### config.mk
export PLATFORM = sky130hd
export DESIGN_NAME = env_gen
export DESIGN_NICKNAME = d
export VERILOG_FILES = /design/src/rtl/env_pkg.sv /design/src/rtl/env_prescale.sv /design/src/rtl/env_period_cnt.sv /design/src/rtl/env_shape_fsm.sv /design/src/rtl/env_gen.sv
export SDC_FILE = /design/constraint.sdc
export NUM_CORES = 1
export LEC_CHECK = 0
export ABC_AREA = 1
export BUFFER_PORTS_ARGS = -buffer_cell sky130_fd_sc_hd__buf_2
export CAP_MARGIN = 20
export CORE_MARGIN = 2
export CORE_UTILIZATION = 60
export CTS_CLUSTER_SIZE = 40
export DETAILED_ROUTE_END_ITERATION = 10
export MAX_ROUTING_LAYER = met4
export PLACE_DENSITY = 0.91
export SLEW_MARGIN = 15
export SYNTH_ARGS = -nofsm -noshare
export SYNTH_HDL_FRONTEND = slang
export SYNTH_SLANG_ARGS = --single-unit
export TNS_END_PERCENT = 50
### constraint.sdc
create_clock -name clk -period 2.05 [get_ports clk]
set_input_delay 0.41 -clock clk [delete_from_list [all_inputs] [get_ports clk]]
set_output_delay 0.41 -clock clk [all_outputs]
set_load 0.005 [all_outputs]
### src/rtl/env_pkg.sv
package env_pkg;

    typedef enum logic [1:0] {
        ENV_IDLE = 2'd0,
        ENV_RAMP = 2'd1,
        ENV_HOLD = 2'd2
    } env_st_e;

    typedef struct packed {
        logic repeat_b;
        logic rising;
        logic mirror;
        logic freeze;
    } env_shape_t;

endpackage

### src/rtl/env_prescale.sv
module env_prescale #(
    parameter int PRE_DIV = 256
) (
    input  logic clk,
    input  logic rst_n,
    input  logic restart,
    output logic pre_tick
);
    localparam int PRE_W = (PRE_DIV > 2) ? $clog2(PRE_DIV) : 1;
    localparam logic [PRE_W-1:0] PRE_LAST = PRE_W'(PRE_DIV - 1);

    logic [PRE_W-1:0] pre_q;

    always_ff @(posedge clk or negedge rst_n) begin
        if (!rst_n) begin
            pre_q <= '0;
        end else if (restart || pre_q == PRE_LAST) begin
            pre_q <= '0;
        end else begin
            pre_q <= pre_q + 1'b1;
        end
    end

    assign pre_tick = (pre_q == PRE_LAST) && !restart;
endmodule

### src/rtl/env_period_cnt.sv
module env_period_cnt #(
    parameter int PER_W = 16
) (
    input  logic             clk,
    input  logic             rst_n,
    input  logic             restart,
    input  logic             pre_tick,
    input  logic [PER_W-1:0] period,
    output logic             step
);
    logic [PER_W-1:0] cnt_q;
    logic [PER_W-1:0] last_val;

    // zero period behaves as one
    always_comb begin
        if (period == '0) begin
            last_val = '0;
        end else begin
            last_val = period - 1'b1;
        end
    end

    assign step = pre_tick && (cnt_q >= last_val);

    always_ff @(posedge clk or negedge rst_n) begin
        if (!rst_n) begin
            cnt_q <= '0;
        end else if (restart || step) begin
            cnt_q <= '0;
        end else if (pre_tick) begin
            cnt_q <= cnt_q + 1'b1;
        end
    end
endmodule

### src/rtl/env_shape_fsm.sv
module env_shape_fsm #(
    parameter int LVL_W = 4
) (
    input  logic                clk,
    input  logic                rst_n,
    input  logic                shape_wr,
    input  env_pkg::env_shape_t shape,
    input  logic                step,
    output env_pkg::env_st_e    st,
    output logic [LVL_W-1:0]    cnt,
    output logic [LVL_W-1:0]    level
);
    import env_pkg::*;

    localparam logic [LVL_W-1:0] CNT_LAST = {LVL_W{1'b1}};

    env_st_e          st_q, st_n;
    logic [LVL_W-1:0] cnt_q, cnt_n;
    logic [LVL_W-1:0] hold_q, hold_n;
    logic             inv_q, inv_n;
    logic             rep_q, rep_n;
    logic             mir_q, mir_n;
    logic             frz_q, frz_n;
    logic [LVL_W-1:0] ramp_lvl;

    assign ramp_lvl = cnt_q ^ {LVL_W{inv_q}};

    // next-state logic
    always_comb begin
        st_n   = st_q;
        cnt_n  = cnt_q;
        hold_n = hold_q;
        inv_n  = inv_q;
        rep_n  = rep_q;
        mir_n  = mir_q;
        frz_n  = frz_q;
        if (shape_wr) begin
            // restart
            st_n  = ENV_RAMP;
            cnt_n = '0;
            inv_n = ~shape.rising;
            rep_n = shape.repeat_b;
            mir_n = shape.mirror;
            frz_n = shape.freeze;
        end else begin
            unique case (st_q)
                ENV_IDLE: begin
                    st_n = ENV_IDLE;
                end
                ENV_RAMP: begin
                    if (step) begin
                        if (cnt_q != CNT_LAST) begin
                            // advance
                            cnt_n = cnt_q + 1'b1;
                        end else if (!rep_q) begin
                            // settle to silence
                            st_n   = ENV_HOLD;
                            hold_n = '0;
                        end else if (frz_q) begin
                            // settle to final or mirrored level
                            st_n   = ENV_HOLD;
                            hold_n = ramp_lvl ^ {LVL_W{mir_q}};
                        end else begin
                            // wrap
                            cnt_n = '0;
                            inv_n = inv_q ^ mir_q;
                        end
                    end
                end
                ENV_HOLD: begin
                    st_n = ENV_HOLD;
                end
                default: begin
                    st_n = ENV_IDLE;
                end
            endcase
        end
    end

    // state register
    always_ff @(posedge clk or negedge rst_n) begin
        if (!rst_n) begin
            st_q   <= ENV_IDLE;
            cnt_q  <= '0;
            hold_q <= '0;
            inv_q  <= 1'b0;
            rep_q  <= 1'b0;
            mir_q  <= 1'b0;
            frz_q  <= 1'b0;
        end else begin
            st_q   <= st_n;
            cnt_q  <= cnt_n;
            hold_q <= hold_n;
            inv_q  <= inv_n;
            rep_q  <= rep_n;
            mir_q  <= mir_n;
            frz_q  <= frz_n;
        end
    end

    // outputs
    always_comb begin
        unique case (st_q)
            ENV_IDLE: level = '0;
            ENV_RAMP: level = ramp_lvl;
            ENV_HOLD: level = hold_q;
            default:  level = '0;
        endcase
    end

    assign st  = st_q;
    assign cnt = cnt_q;
endmodule

### src/rtl/env_gen.sv
module env_gen #(
    parameter int PRE_DIV = 256,
    parameter int PER_W   = 16,
    parameter int LVL_W   = 4
) (
    input  logic             clk,
    input  logic             rst_n,
    input  logic             shape_wr,
    input  logic [3:0]       shape_in,
    input  logic [PER_W-1:0] period_in,
    output logic [LVL_W-1:0] level_o
);
    import env_pkg::*;

    logic             pre_tick_w;
    logic             step_w;
    env_st_e          st_w;
    logic [LVL_W-1:0] cnt_w;
    env_shape_t       shape_w;

    assign shape_w = env_shape_t'(shape_in);

    env_prescale #(.PRE_DIV(PRE_DIV)) u_pre (
        .clk      (clk),
        .rst_n    (rst_n),
        .restart  (shape_wr),
        .pre_tick (pre_tick_w)
    );

    env_period_cnt #(.PER_W(PER_W)) u_per (
        .clk      (clk),
        .rst_n    (rst_n),
        .restart  (shape_wr),
        .pre_tick (pre_tick_w),
        .period   (period_in),
        .step     (step_w)
    );

    env_shape_fsm #(.LVL_W(LVL_W)) u_fsm (
        .clk      (clk),
        .rst_n    (rst_n),
        .shape_wr (shape_wr),
        .shape    (shape_w),
        .step     (step_w),
        .st       (st_w),
        .cnt      (cnt_w),
        .level    (level_o)
    );
endmodule

==> impl_results.md, run 1 <==
* Mapped Nets at between 400 and 500
* Diode count at 0
* Die X at approximately 74 um
* IO buf count at 26
* Final period util at 146%
* H-tree depth at 2
* Yosys reg bits at 38
* Final Setup Violations at 27
* Worst Setup EP: u_fsm.cnt[1]
* Fmax at 334 MHz
* Vias in the first global route at 2998
* Cell mode on critical path: nand2_1
* Total GRT Usage at a little under a third
* Crit. Startpoint: period_in[2]
* Count leader, synth: nand2_1
* Power share of the clock group at a little under two fifths
* Reg2reg setup slack at -0.14 ns
* Failing checks: setup timing
* Max FO, Critical Path at 7
* Worst Path Arrival at around 3.2 ns
* Deepest clock path buffer count at 2
* CP required at 2.29 ns
* Post-synth top cells: nand2_1, nor2_1, inv_1
* Crit path kind: in2reg
* Switching part of the total at between 20% and 30%
* Worst-path cell chain: buf_2, nor2_2, inv_1, nor4_1, nand2_1, xnor2_1, nand2_1, ha_1, nand4_1, nor3_4, nand2_2, nand2_4, nand2_8, nand2_8, buf_6, nand3_2, nand2_1
* Largest area contributor in the netlist: dfrtp_1
* Internal power at around 0.0015 W
* PwrDens at between 500 and 600 nW/um2
* Core Box Area at between 4000 and 5000 um2
* Syn. warnings at 0
* Syn Area/Cell at just over 7 um2
* Total Routed Length at 9510 um
* Comb pwr share at 21.4%
* NetSw at around 0.0006 W
* Wire per inst at roughly 17 um
* Gate Count Post-Synth at ~400
* Highest-delay cell along the critical path: ha_1
* CP startpoint kind: input port
* Status: finished, violations left
* Fraction of layout cells with a size suffix above 1 at 30.5%
* Crit path time final at 3.00 ns
* Final Hold Vio Count at 0
* TritonCTS Sinks at 38
* Slew HR at 59.2%
* CTS tree: done
* Reg-to-reg endpoint: u_fsm.cnt[1]
* DR vias at ~3300
* DIE AREA at ~5500 um2
* Clock Skews at 0.00784 ns
* Antenna violations before repair at 0
* Worst slew pin tran at 0.613 ns
* DR vias/cell at between 6 and 7
* First DRT Iteration DRCs at around 360
* Mapped cell area at 2930 um2
* RR Startpoint: u_per.cnt_q[5]
* Top cell type's share of synthesized area at 32.5%
* Top_reg_cell synth: dfrtp_1
* Crit. End Element: register
* Post-synthesis sequential area ratio at roughly a third
* First-pass GRT wire length at 12800 um
* Clk_lat worst skew at slightly above 0.3 ns
* RSZ-0062 raised after global routing: yes
* GRT Residual Overflow at 0
* Design area at 3860 um2
* Largest net degree at the start of global routing at 28
* Dpl cell area at 3400 um2
* Final Max Slew Viols at 0
* Row count at 25
* Pre-antenna DRT Iters at 6
* DP HPWL at roughly 5400 um
* Synth unique cells at 33
* Synth area leaders: dfrtp_1, nand2_1, ha_1
* Crit-path max cell delay at ~0.36 ns
* Nets at approximately 520
* Max cap viols at 0
* Asr flop ratio synth at between 90% and 100%
* Clock slew seen by the registers of the worst setup and hold paths at roughly 0.08 ns
* Chip height at between 70 and 80 um
* EDFF count, synth at 0
* Depth of the worst register-to-register path at 14
* Peak supply drop at around 700 uV
* Clock root buffer: clkbuf_8
* IO Pins at 27
* Hold crit path type: in2async
* Area occupied by multi-input gates at 2010 um2
* Pleak at 1.96 nW
* TritonCTS buffer count at 5
* Post-layout util at 81.7%
* Area added between synthesis and finish at 31.8%
* Setup ws final at -0.946 ns
* Fillers at 262
* Sequential power share at 40.5%
* Drc violations at 0
* Sequential Area at roughly 950 um2
* DRT antenna net count at 0
* Initial core utilization at a little over 60%
* Placer congestion estimate at approximately 0.95
power by group through the flow:
stage / sequential, W / clock (W) / combinational, W
2_1_floorplan: 0.000819 / 0 / 0.000242
3_3_place_gp: 0.000840 / 0 / 0.000357
3_5_place_dp: 0.000842 / 0 / 0.000372
4_1_cts: 0.000828 / 0.000775 / 0.000396
5_1_grt: 0.000836 / 0.000810 / 0.000480
6_report: 0.000831 / 0.000781 / 0.000439
worst min-delay path by stage:
stage,from,to,slack [ns],depth (start not counted)
after CTS,rst_n,u_pre.pre_q[3],0.13,1
after detailed placement,rst_n,u_pre.pre_q[5],0.45,1
after global routing,rst_n,u_fsm.cnt[0],0.16,1
final,rst_n,u_fsm.cnt[3],0.11,1
after global placement,rst_n,u_fsm.cnt[2],0.44,1
after floorplan,rst_n,u_fsm.cnt[0],0.11,0
cells by family after synthesis:
kind of cell               synth area share [%]
AOI/OAI and AO/OA                          7.13
xor gates and xnor gates                   7.13
adders and majority gates                  9.82
buffers and inverters                      6.92
DFF                                        32.5
and+or+nand+nor                            36.5
placed cells by master, fill, tap and decap left out, drive strengths merged, types with 7 or more instances in the layout:
| cell type | n |
|---|---|
| a21oi | 22 |
| buf | 74 |
| dfrtp | 38 |
| ha | 23 |
| inv | 43 |
| nand2 | 111 |
| nand3 | 28 |
| nand4 | 12 |
| nor2 | 57 |
| nor3 | 7 |
| o21ai | 15 |
| or2 | 8 |
| xnor2 | 9 |
| xor2 | 14 |
state kept, by name, indices dropped and copies added (netlist names), 2 cells and up:
name          cells
u_fsm.cnt         4
u_fsm.st          2
u_fsm.hold_q      4
u_per.cnt_q      16
u_pre.pre_q       8
layout make-up:
cell class | count | area share (%)
Inverter | 43 | 4.24
Clock inverter | 3 | 1.78
Timing Repair Buffer | 74 | 13.2
Tap cell | 67 | 2.17
Multi-Input combinational cell | 316 | 52.2
Clock buffer | 5 | 1.78
Sequential cell | 38 | 24.6
worst max-delay path, delay by kind of cell:
family        cells  cell delay, ns
xor+xnor          1            0.28
fa+ha+maj         1            0.36
buf+inv           3            0.39
simple gates     12            1.79
metrics by stage:
step | cells | setup slack (ns) | setup TNS (ns) | hold slack (ns) | power (W)
3_5_place_dp | 529 | -0.945 | -22.25 | 0.451 | 0.00121
5_1_grt | 546 | -0.998 | -24.36 | 0.156 | 0.00213
4_1_cts | 543 | -0.475 | -11.48 | 0.133 | 0.00200
2_1_floorplan | 403 | -0.475 | -10.84 | 0.114 | 0.00106
3_3_place_gp | 529 | -0.841 | -20.04 | 0.440 | 0.00120
6_report | 546 | -0.946 | -22.92 | 0.112 | 0.00205
per-layer routing:
layer	global-route usage, %	up-vias	routed length [um]
met1	33.7	1491	3480
met5	-	-	0
met4	16.6	0	682
met3	5.90	94	681
met2	55.1	254	4660
li1	-	1468	-
what timing repair did:
action / in CTS / in global routing
resized for setup: 25 / 37
endpoints found under the setup margin: 27 / 29
buffers inserted: 6 / 3
endpoints found under the hold margin: 0 / 0
pin swaps: 12 / 20
hold buffers: 0 / 0
(Power assumes the default switching activity.)
==> run 2: changes to the inputs <==
--- a/config.mk
+++ b/config.mk
@@ -9,13 +9,12 @@
 export BUFFER_PORTS_ARGS = -buffer_cell sky130_fd_sc_hd__buf_2
 export CAP_MARGIN = 20
 export CORE_MARGIN = 2
-export CORE_UTILIZATION = 60
-export CTS_CLUSTER_SIZE = 40
+export CORE_UTILIZATION = 54
+export CTS_CLUSTER_SIZE = 28
 export DETAILED_ROUTE_END_ITERATION = 10
 export MAX_ROUTING_LAYER = met4
-export PLACE_DENSITY = 0.91
+export PLACE_DENSITY = 0.87
 export SLEW_MARGIN = 15
 export SYNTH_ARGS = -nofsm -noshare
 export SYNTH_HDL_FRONTEND = slang
 export SYNTH_SLANG_ARGS = --single-unit
-export TNS_END_PERCENT = 50
==> constraint.sdc (replaced) <==
create_clock -name clk -period 2.6 [get_ports clk]
set_input_delay 0.52 -clock clk [delete_from_list [all_inputs] [get_ports clk]]
set_output_delay 0.52 -clock clk [all_outputs]
set_load 0.005 [all_outputs]
==> run 2 against run 1 <==
  * The flow still finishes with violations (setup timing)
  * Sequential power decreased by 21%
  * Total power down 23%
  * Cell count shrank 0.37%
  * Worst hold slack better by 0.21 ns
  * Via count down 13%
  * Sequential share of layout area grew 0.71 points
  * Critical endpoint unchanged
  * Largest cell class unchanged
  * Highest routed layer unchanged
==> impl_results.md, run 2 (synthesis results as in run 1) <==
* Chip height at 77.7 um (+5.1%)
* Hold crit path type: in2async
* Fmax at 371 MHz
* Core Box Area at 5170 um2 (+9.5%)
* Biggest regs: u_per.cnt_q: 16 flops, u_pre.pre_q: 8 flops
* Pleak at 1.94 nW (-1.2%)
* TritonCTS Sinks at 38 (unchanged)
* DRT antenna net count at 0 (unchanged)
* Area added between synthesis and finish at 28.1%
* CP startpoint kind: input port
* Pre-antenna DRT Iters at 5 (-1)
* RSZ-0062 raised after global routing: yes
* Antenna violations before repair at 0 (unchanged)
* GRT Residual Overflow at 0 (unchanged)
* Final Hold Vio Count at 0 (unchanged)
* Clock root buffer: clkbuf_8
* Post-Place Setup Slack at -0.559 ns (+0.387 ns)
* Total Power at 0.00157 W (-23%)
* Max FO, Critical Path at 6 (-1)
* Wire per inst at 13.2 um (-24%)
* First DRT Iteration DRCs at 145 (-60%)
* DR vias/cell at 5.30 (-12%)
* TritonCTS buffer count at 5 (unchanged)
* DR vias at 2885 (-13%)
* Vias in the first global route at 2930 (-2.3%)
* Initial core utilization at 56.7% (-5.4 points)
* Final Setup Violations at 22 (-19%)
* IO buf count at 26 (unchanged)
* DIE AREA at 6030 um2 (+10%)
* Die X at 77.7 um (+5.1%)
* Area occupied by multi-input gates at 1940 um2 (-3.7%)
* Crit path kind: in2reg
* Slew HR at 43.5% (-16 points)
* Clock Skews at 0.00841 ns (+0.000568 ns)
* Worst Path Arrival at 2.88 ns (-0.35 ns)
* Biggest register: u_per.cnt_q
* Power share of the clock group at 38.4% (+0.3 points)
* Setup ws final at -0.0982 ns (+0.848 ns)
* PwrDens at 419 nW/um2 (-21%)
* Commonest non-fill, non-tap cell in the layout: nand2_1
* Crit path time final at 2.70 ns
* Sequential power share at 41.5% (+1.0 points)
* Placer congestion estimate at 0.917 (-3.7%)
* Nets at 519 (-0.95%)
* Peak supply drop at 616 uV (-11%)
* Deepest clock path buffer count at 2 (unchanged)
* Failing checks: setup timing
* NetSw at 0.000437 W (-27%)
* Fraction of layout cells with a size suffix above 1 at 27.8% (-2.6 points)
* Internal power at 0.00114 W (-22%)
* H-tree depth at 2 (unchanged)
* Total Routed Length at 7210 um (-24%)
* CTS tree: done
* Post-layout util at 72.5% (-9.2 points)
* Clk_lat worst skew at 0.30 ns (about the same)
* Worst slew pin tran at 0.848 ns (+0.235 ns)
* Row count at 26 (+4.0%)
* Dpl cell area at 3420 um2 (+0.40%)
* Largest net degree at the start of global routing at 39 (+39%)
* Design area at 3750 um2 (-2.8%)
* Switching part of the total at 27.8% (-1.5 points)
* First-pass GRT wire length at 12400 um (-3.0%)
* Final Max Slew Viols at 0 (unchanged)
* Comb pwr share at 20.1% (-1.3 points)
* Total GRT Usage at 25.8% (-5.8 points)
* Clock slew seen by the registers of the worst setup and hold paths at 0.08 ns (about the same)
* CTS Hold Bufs at 0 (unchanged)
* Diode count at 0 (unchanged)
* Sequential Area at 951 um2 (unchanged)
* Crit. End Element: register
* Largest register FFs at 16 (unchanged)
* Max cap viols at 0 (unchanged)
* IO Pins at 27 (unchanged)
* Drc violations at 0 (unchanged)
* Status: finished, violations left
* Commonest cells after routing, fill and taps aside: nand2_1, nor2_1, inv_1, buf_4, dfrtp_1
* DP HPWL at 5240 um (-2.8%)
* Fillers at 381 (+45%)
* Final period util at 104%
* CP required at 2.78 ns (+0.49 ns)
==> run 2: area by class of cell <==
class / count / share of cell area [%]
Sequential cell: 38 / 25.3
Inverter: 43 / 4.43
Tap cell: 70 / 2.33
Clock buffer: 5 / 1.83
Multi-Input combinational cell: 317 / 51.7
Timing Repair Buffer: 68 / 12.5
Clock inverter: 3 / 1.83
==> run 2: final timing paths <==
path / startpoint / to / slack (ns) / cells after the start
setup / recovery: period_in[7] / u_fsm.cnt[1] / -0.1 / 16
min in group clk: shape_in[0] / u_fsm.frz_q / 0.42 / 3
hold reg to reg: u_pre.pre_q[0] / u_pre.pre_q[0] / 0.46 / 1
hold / removal: rst_n / u_pre.pre_q[3] / 0.32 / 1
setup reg to reg: u_per.cnt_q[5] / u_fsm.cnt[1] / 0.67 / 14
max in group asynchronous: rst_n / u_per.cnt_q[8] / 1.74 / 1
==> run 2: critical path: stages <==
cell     delay [ns]
buf_2          0.11
nor2_2         0.11
nand2_1        0.12
buf_4          0.15
or4_4          0.55
nand2_1        0.10
ha_1           0.24
a21oi_1        0.13
o21ai_1        0.09
a21oi_2        0.18
nand2_2        0.10
nand2_4        0.15
nand2_8        0.09
buf_6          0.13
nand3_2        0.04
nand2_1        0.06
==> run 2: routing by layer <==
metal	global-route usage [%]	vias to the layer above	wire length, um
met4	7.86	0	126
met3	3.26	12	283
li1	-	1450	-
met2	47.4	76	3860
met5	-	-	0
met1	29.1	1347	2940
==> run 2: power groups by stage <==
| stage | sequential [W] | clock [W] | combinational [W] |
|---|---|---|---|
| 3_5_place_dp | 0.000662 | 0 | 0.000289 |
| 5_1_grt | 0.000657 | 0.000636 | 0.000352 |
| 3_3_place_gp | 0.000661 | 0 | 0.000281 |
| 2_1_floorplan | 0.000646 | 0 | 0.000191 |
| 4_1_cts | 0.000651 | 0.000610 | 0.000309 |
| 6_report | 0.000653 | 0.000605 | 0.000316 |
==> run 2: metrics by stage <==
step	TNS, ns	hold slack, ns	instances
4_1_cts	-0.374	0.346	545
6_report	-1.28	0.322	544
2_1_floorplan	-0.258	0.224	403
3_3_place_gp	-8.91	0.443	533
5_1_grt	-5.45	0.393	544
3_5_place_dp	-11.85	0.455	533
==> run 2: repair_timing <==
action,CTS,global route
pin swaps,14,12
setup buffers,3,0
endpoints found under the setup margin,25,27
gates resized for setup,27,17
cloned,1,0
==> run 3: changes to the inputs <==
--- a/config.mk
+++ b/config.mk
@@ -14,7 +14,8 @@
 export DETAILED_ROUTE_END_ITERATION = 10
 export MAX_ROUTING_LAYER = met4
 export PLACE_DENSITY = 0.87
-export SLEW_MARGIN = 15
+export SLEW_MARGIN = 10
 export SYNTH_ARGS = -nofsm -noshare
 export SYNTH_HDL_FRONTEND = slang
+export SYNTH_HIERARCHICAL = 1
 export SYNTH_SLANG_ARGS = --single-unit
==> run 3 against run 2 <==
  * Cell count increased by 4.0%
  * Cell area grew 4.9%
  * Sequential share of layout area down 1.2 points
  * Via count up 6.6%
  * Area after synthesis up 3.7%
  * Global-route usage decreased by 1.0 points
  * Fmax rose by 1.3%
  * The run still ends with setup timing left
  * Non-clock buffer count down 8
  * Total power shrank 5.2%
==> impl_results.md, run 3 <==
* First DRT Iteration DRCs at 182 (+26%)
* Pre-antenna DRT Iters at 5 (unchanged)
* Post-Place Setup Slack at -0.457 ns (+0.101 ns)
* Nets at 540 (+4.0%)
* EDFF count, synth at 0 (unchanged)
* IO Pins at 27 (unchanged)
* Total GRT Usage at 24.8% (-1.0 points)
* First-pass GRT wire length at 12200 um (-1.7%)
* Synth Area in XOR/XNOR at 6.63% (-0.50 points)
* Post-synthesis sequential area ratio at 31.3% (-1.1 points)
* Hold crit path type: in2async
* Worst Path Arrival at 2.89 ns (about the same)
* Pleak at 1.98 nW (+2.3%)
* Synth area leaders: dfrtp_1, nand2_1, ha_1
* Slew HR at 44.0% (+0.48 points)
* Failing checks: setup timing
* Final Setup Violations at 6 (-73%)
* Vias in the first global route at 2964 (+1.2%)
* Total Routed Length at 8010 um (+11%)
* Area added between synthesis and finish at 29.6%
* Crit path time final at 2.66 ns (-0.0356 ns)
* Largest net degree at the start of global routing at 39 (unchanged)
* Syn Area/Cell at 7.05 um2 (-3.1%)
* DR vias/cell at 5.43 (+2.4%)
* Mux contribution to synthesized area at 0% (unchanged)
* Crit path kind: in2reg
* Mapped cell area at 3040 um2 (+3.7%)
* Asr flop ratio synth at 100% (unchanged)
* Synth Area in Compound Gates at 4.90% (-2.2 points)
* Clk_lat worst skew at 0.29 ns (about the same)
* Largest area contributor in the netlist: dfrtp_1
* Max cap viols at 0 (unchanged)
* Setup ws final at -0.0626 ns (+0.0356 ns)
* Status: finished, violations left
* Mapped Nets at 478 (+6.5%)
* Top_reg_cell synth: dfrtp_1
* Count leader, synth: nand2_1
* Top cell type's share of synthesized area at 31.3% (-1.1 points)
* Drc violations at 0 (unchanged)
* Post-synth top cells: nand2_1, nor2_1, inv_1
* Diode count at 0 (unchanged)
* Worst slew pin tran at 0.841 ns (-0.00725 ns)
* Final period util at 102% (-1.4 points)
* Post-Synth Simple-Gate Area at 39.6% (+3.1 points)
* Final Hold Vio Count at 0 (unchanged)
* PwrDens at 379 nW/um2 (-9.7%)
* Placer congestion estimate at 0.943 (+2.8%)
* Row count at 27 (+3.8%)
* Max FO, Critical Path at 5 (-1)
* Die X at 79.0 um (+1.7%)
* GRT Residual Overflow at 0 (unchanged)
* DR vias at 3074 (+6.6%)
* Peak supply drop at 441 uV (-29%)
* CTS tree: done
* Antenna violations before repair at 0 (unchanged)
* Largest family of logic cells by synthesized area: simple AND/OR/NAND/NOR gates
* Initial core utilization at 55.5% (-1.1 points)
* Wire per inst at 14.1 um (+6.8%)
* Setup TNS at -0.243 ns (+1.03 ns)
* CP startpoint kind: input port
* Crit. End Element: register
* Gate Count Post-Synth at 431 (+6.9%)
* Largest register FFs at 16 (unchanged)
* TritonCTS buffer count at 5 (unchanged)
* Final Max Slew Viols at 0 (unchanged)
* Synth Area in Adders at 9.88% (+0.064 points)
* Fraction of layout cells with a size suffix above 1 at 31.8% (+3.9 points)
* Biggest register: u_per/cnt_q
* Core Box Area at 5470 um2 (+5.8%)
* Commonest non-fill, non-tap cell in the layout: nand2_1
* DIE AREA at 6240 um2 (+3.5%)
* Placed Cells incl. Taps at 554 (+3.9%)
* Fin cells at 566 (+4.0%)
* Biggest regs: u_per/cnt_q: 16 flops, u_pre/pre_q: 8 flops
* DRT antenna net count at 0 (unchanged)
* Clock slew seen by the registers of the worst setup and hold paths at 0.07 ns (about the same)
* DP HPWL at 5230 um (-0.19%)
* TritonCTS Sinks at 38 (unchanged)
* Clock Skews at 0.0102 ns (+0.00179 ns)
* Commonest cells after routing, fill and taps aside: nand2_1, inv_1, nor2_1
* Syn. warnings at 6 (+6)
* Synth unique cells at 34 (+3.0%)
* Yosys reg bits at 38 (unchanged)
* Clock root buffer: clkbuf_8
* IO buf count at 26 (unchanged)
* H-tree depth at 2 (unchanged)
* Chip height at 79.0 um (+1.7%)
* Deepest clock path buffer count at 2 (unchanged)
* Fmax at 376 MHz (+1.3%)
* CP required at 2.83 ns (+0.05 ns)
* RSZ-0062 raised after global routing: yes
[run 3: cell count changes in the layout (fill, tap and decap cells not counted), sizes merged, moves of 2 or more]
cell / before / now
nand2: 112 / 133
inv: 43 / 54
nand3: 28 / 37
buf: 68 / 60
a21oi: 22 / 15
nand4: 12 / 7
nand3b: 0 / 3
or2: 8 / 5
bufinv: 2 / 0
nor3: 7 / 9
nor4: 5 / 3
[run 3: final timing paths]
| kind | cells past startpoint | to | slack, ns | start |
|---|---|---|---|---|
| worst max register to register | 12 | u_per/cnt_q[6] | 0.47 | u_pre/pre_q[0] |
| worst min-delay path | 1 | u_per/cnt_q[14] | 0.32 | rst_n |
| min in group clk | 3 | u_fsm/rep_q | 0.44 | shape_in[3] |
| max in group asynchronous | 1 | u_pre/pre_q[0] | 1.74 | rst_n |
| worst max-delay path | 19 | u_fsm/cnt[3] | -0.06 | period_in[8] |
| worst min register to register | 2 | u_fsm/hold_q[1] | 0.48 | u_fsm/hold_q[1] |
[run 3: stage by stage]
step	total power [W]	hold WS, ns	util (%)	cell area, um2
after floorplan	0.000863	0.224	-	3070
after global placement	0.000984	0.466	63.6	3480
after detailed placement	0.00100	0.472	63.6	3480
after CTS	0.00144	0.352	66.5	3640
after global routing	0.00158	0.401	71.9	3940
final	0.00149	0.323	71.9	3940
[run 3: timing repair]
| item | CTS | global route |
|---|---|---|
| setup endpoints to repair | 11 | 26 |
| gates cloned | 0 | 1 |
| resized for setup | 14 | 73 |
| pin swaps | 7 | 30 |
| hold buffers | 0 | 0 |
| buffers inserted | 2 | 1 |
[run 3: area by class of cell]
| cell class | instances | area [um2] |
|---|---|---|
| Timing Repair Buffer | 60 | 412 |
| Tap cell | 72 | 90.1 |
| Clock inverter | 2 | 12.5 |
| Inverter | 54 | 213 |
| Clock buffer | 6 | 82.6 |
| Fill cell | 409 | 1540 |
| Multi-Input combinational cell | 334 | 2180 |
| Sequential cell | 38 | 951 |
[run 3: kinds of logic after synthesis]
family	Yosys count
xor+xnor	23
simple gates	258
fa+ha+maj	24
compound gates	29
flops	38
buf+inv	59
[run 3: per-layer routing]
layer,GRT usage [%],part of all wire [%],up-vias
met5,-,0,-
met4,9.31,2.7,0
met3,2.84,4.2,30
met2,44.7,53,102
met1,28.3,40,1452
li1,-,-,1490
[run 3: where the power goes]
group	switching (W)	internal (W)
registers	0.0000299	0.000613
logic	0.000253	0.000172
clock network	0.000210	0.000213
[run 3: worst max-delay path: stages]
cell     delay (ns)
buf_2          0.13
nor2_2         0.17
nand2_2        0.10
nor3_4         0.24
xor2_1         0.21
nand2_1        0.13
ha_4           0.29
nand4_1        0.09
nor3_2         0.20
nand2_2        0.07
nand2_2        0.08
nand2_2        0.05
inv_2          0.08
nand2_4        0.07
nand2_4        0.13
nand2_4        0.07
nand2_4        0.13
nand3_2        0.06
nand2_1        0.08
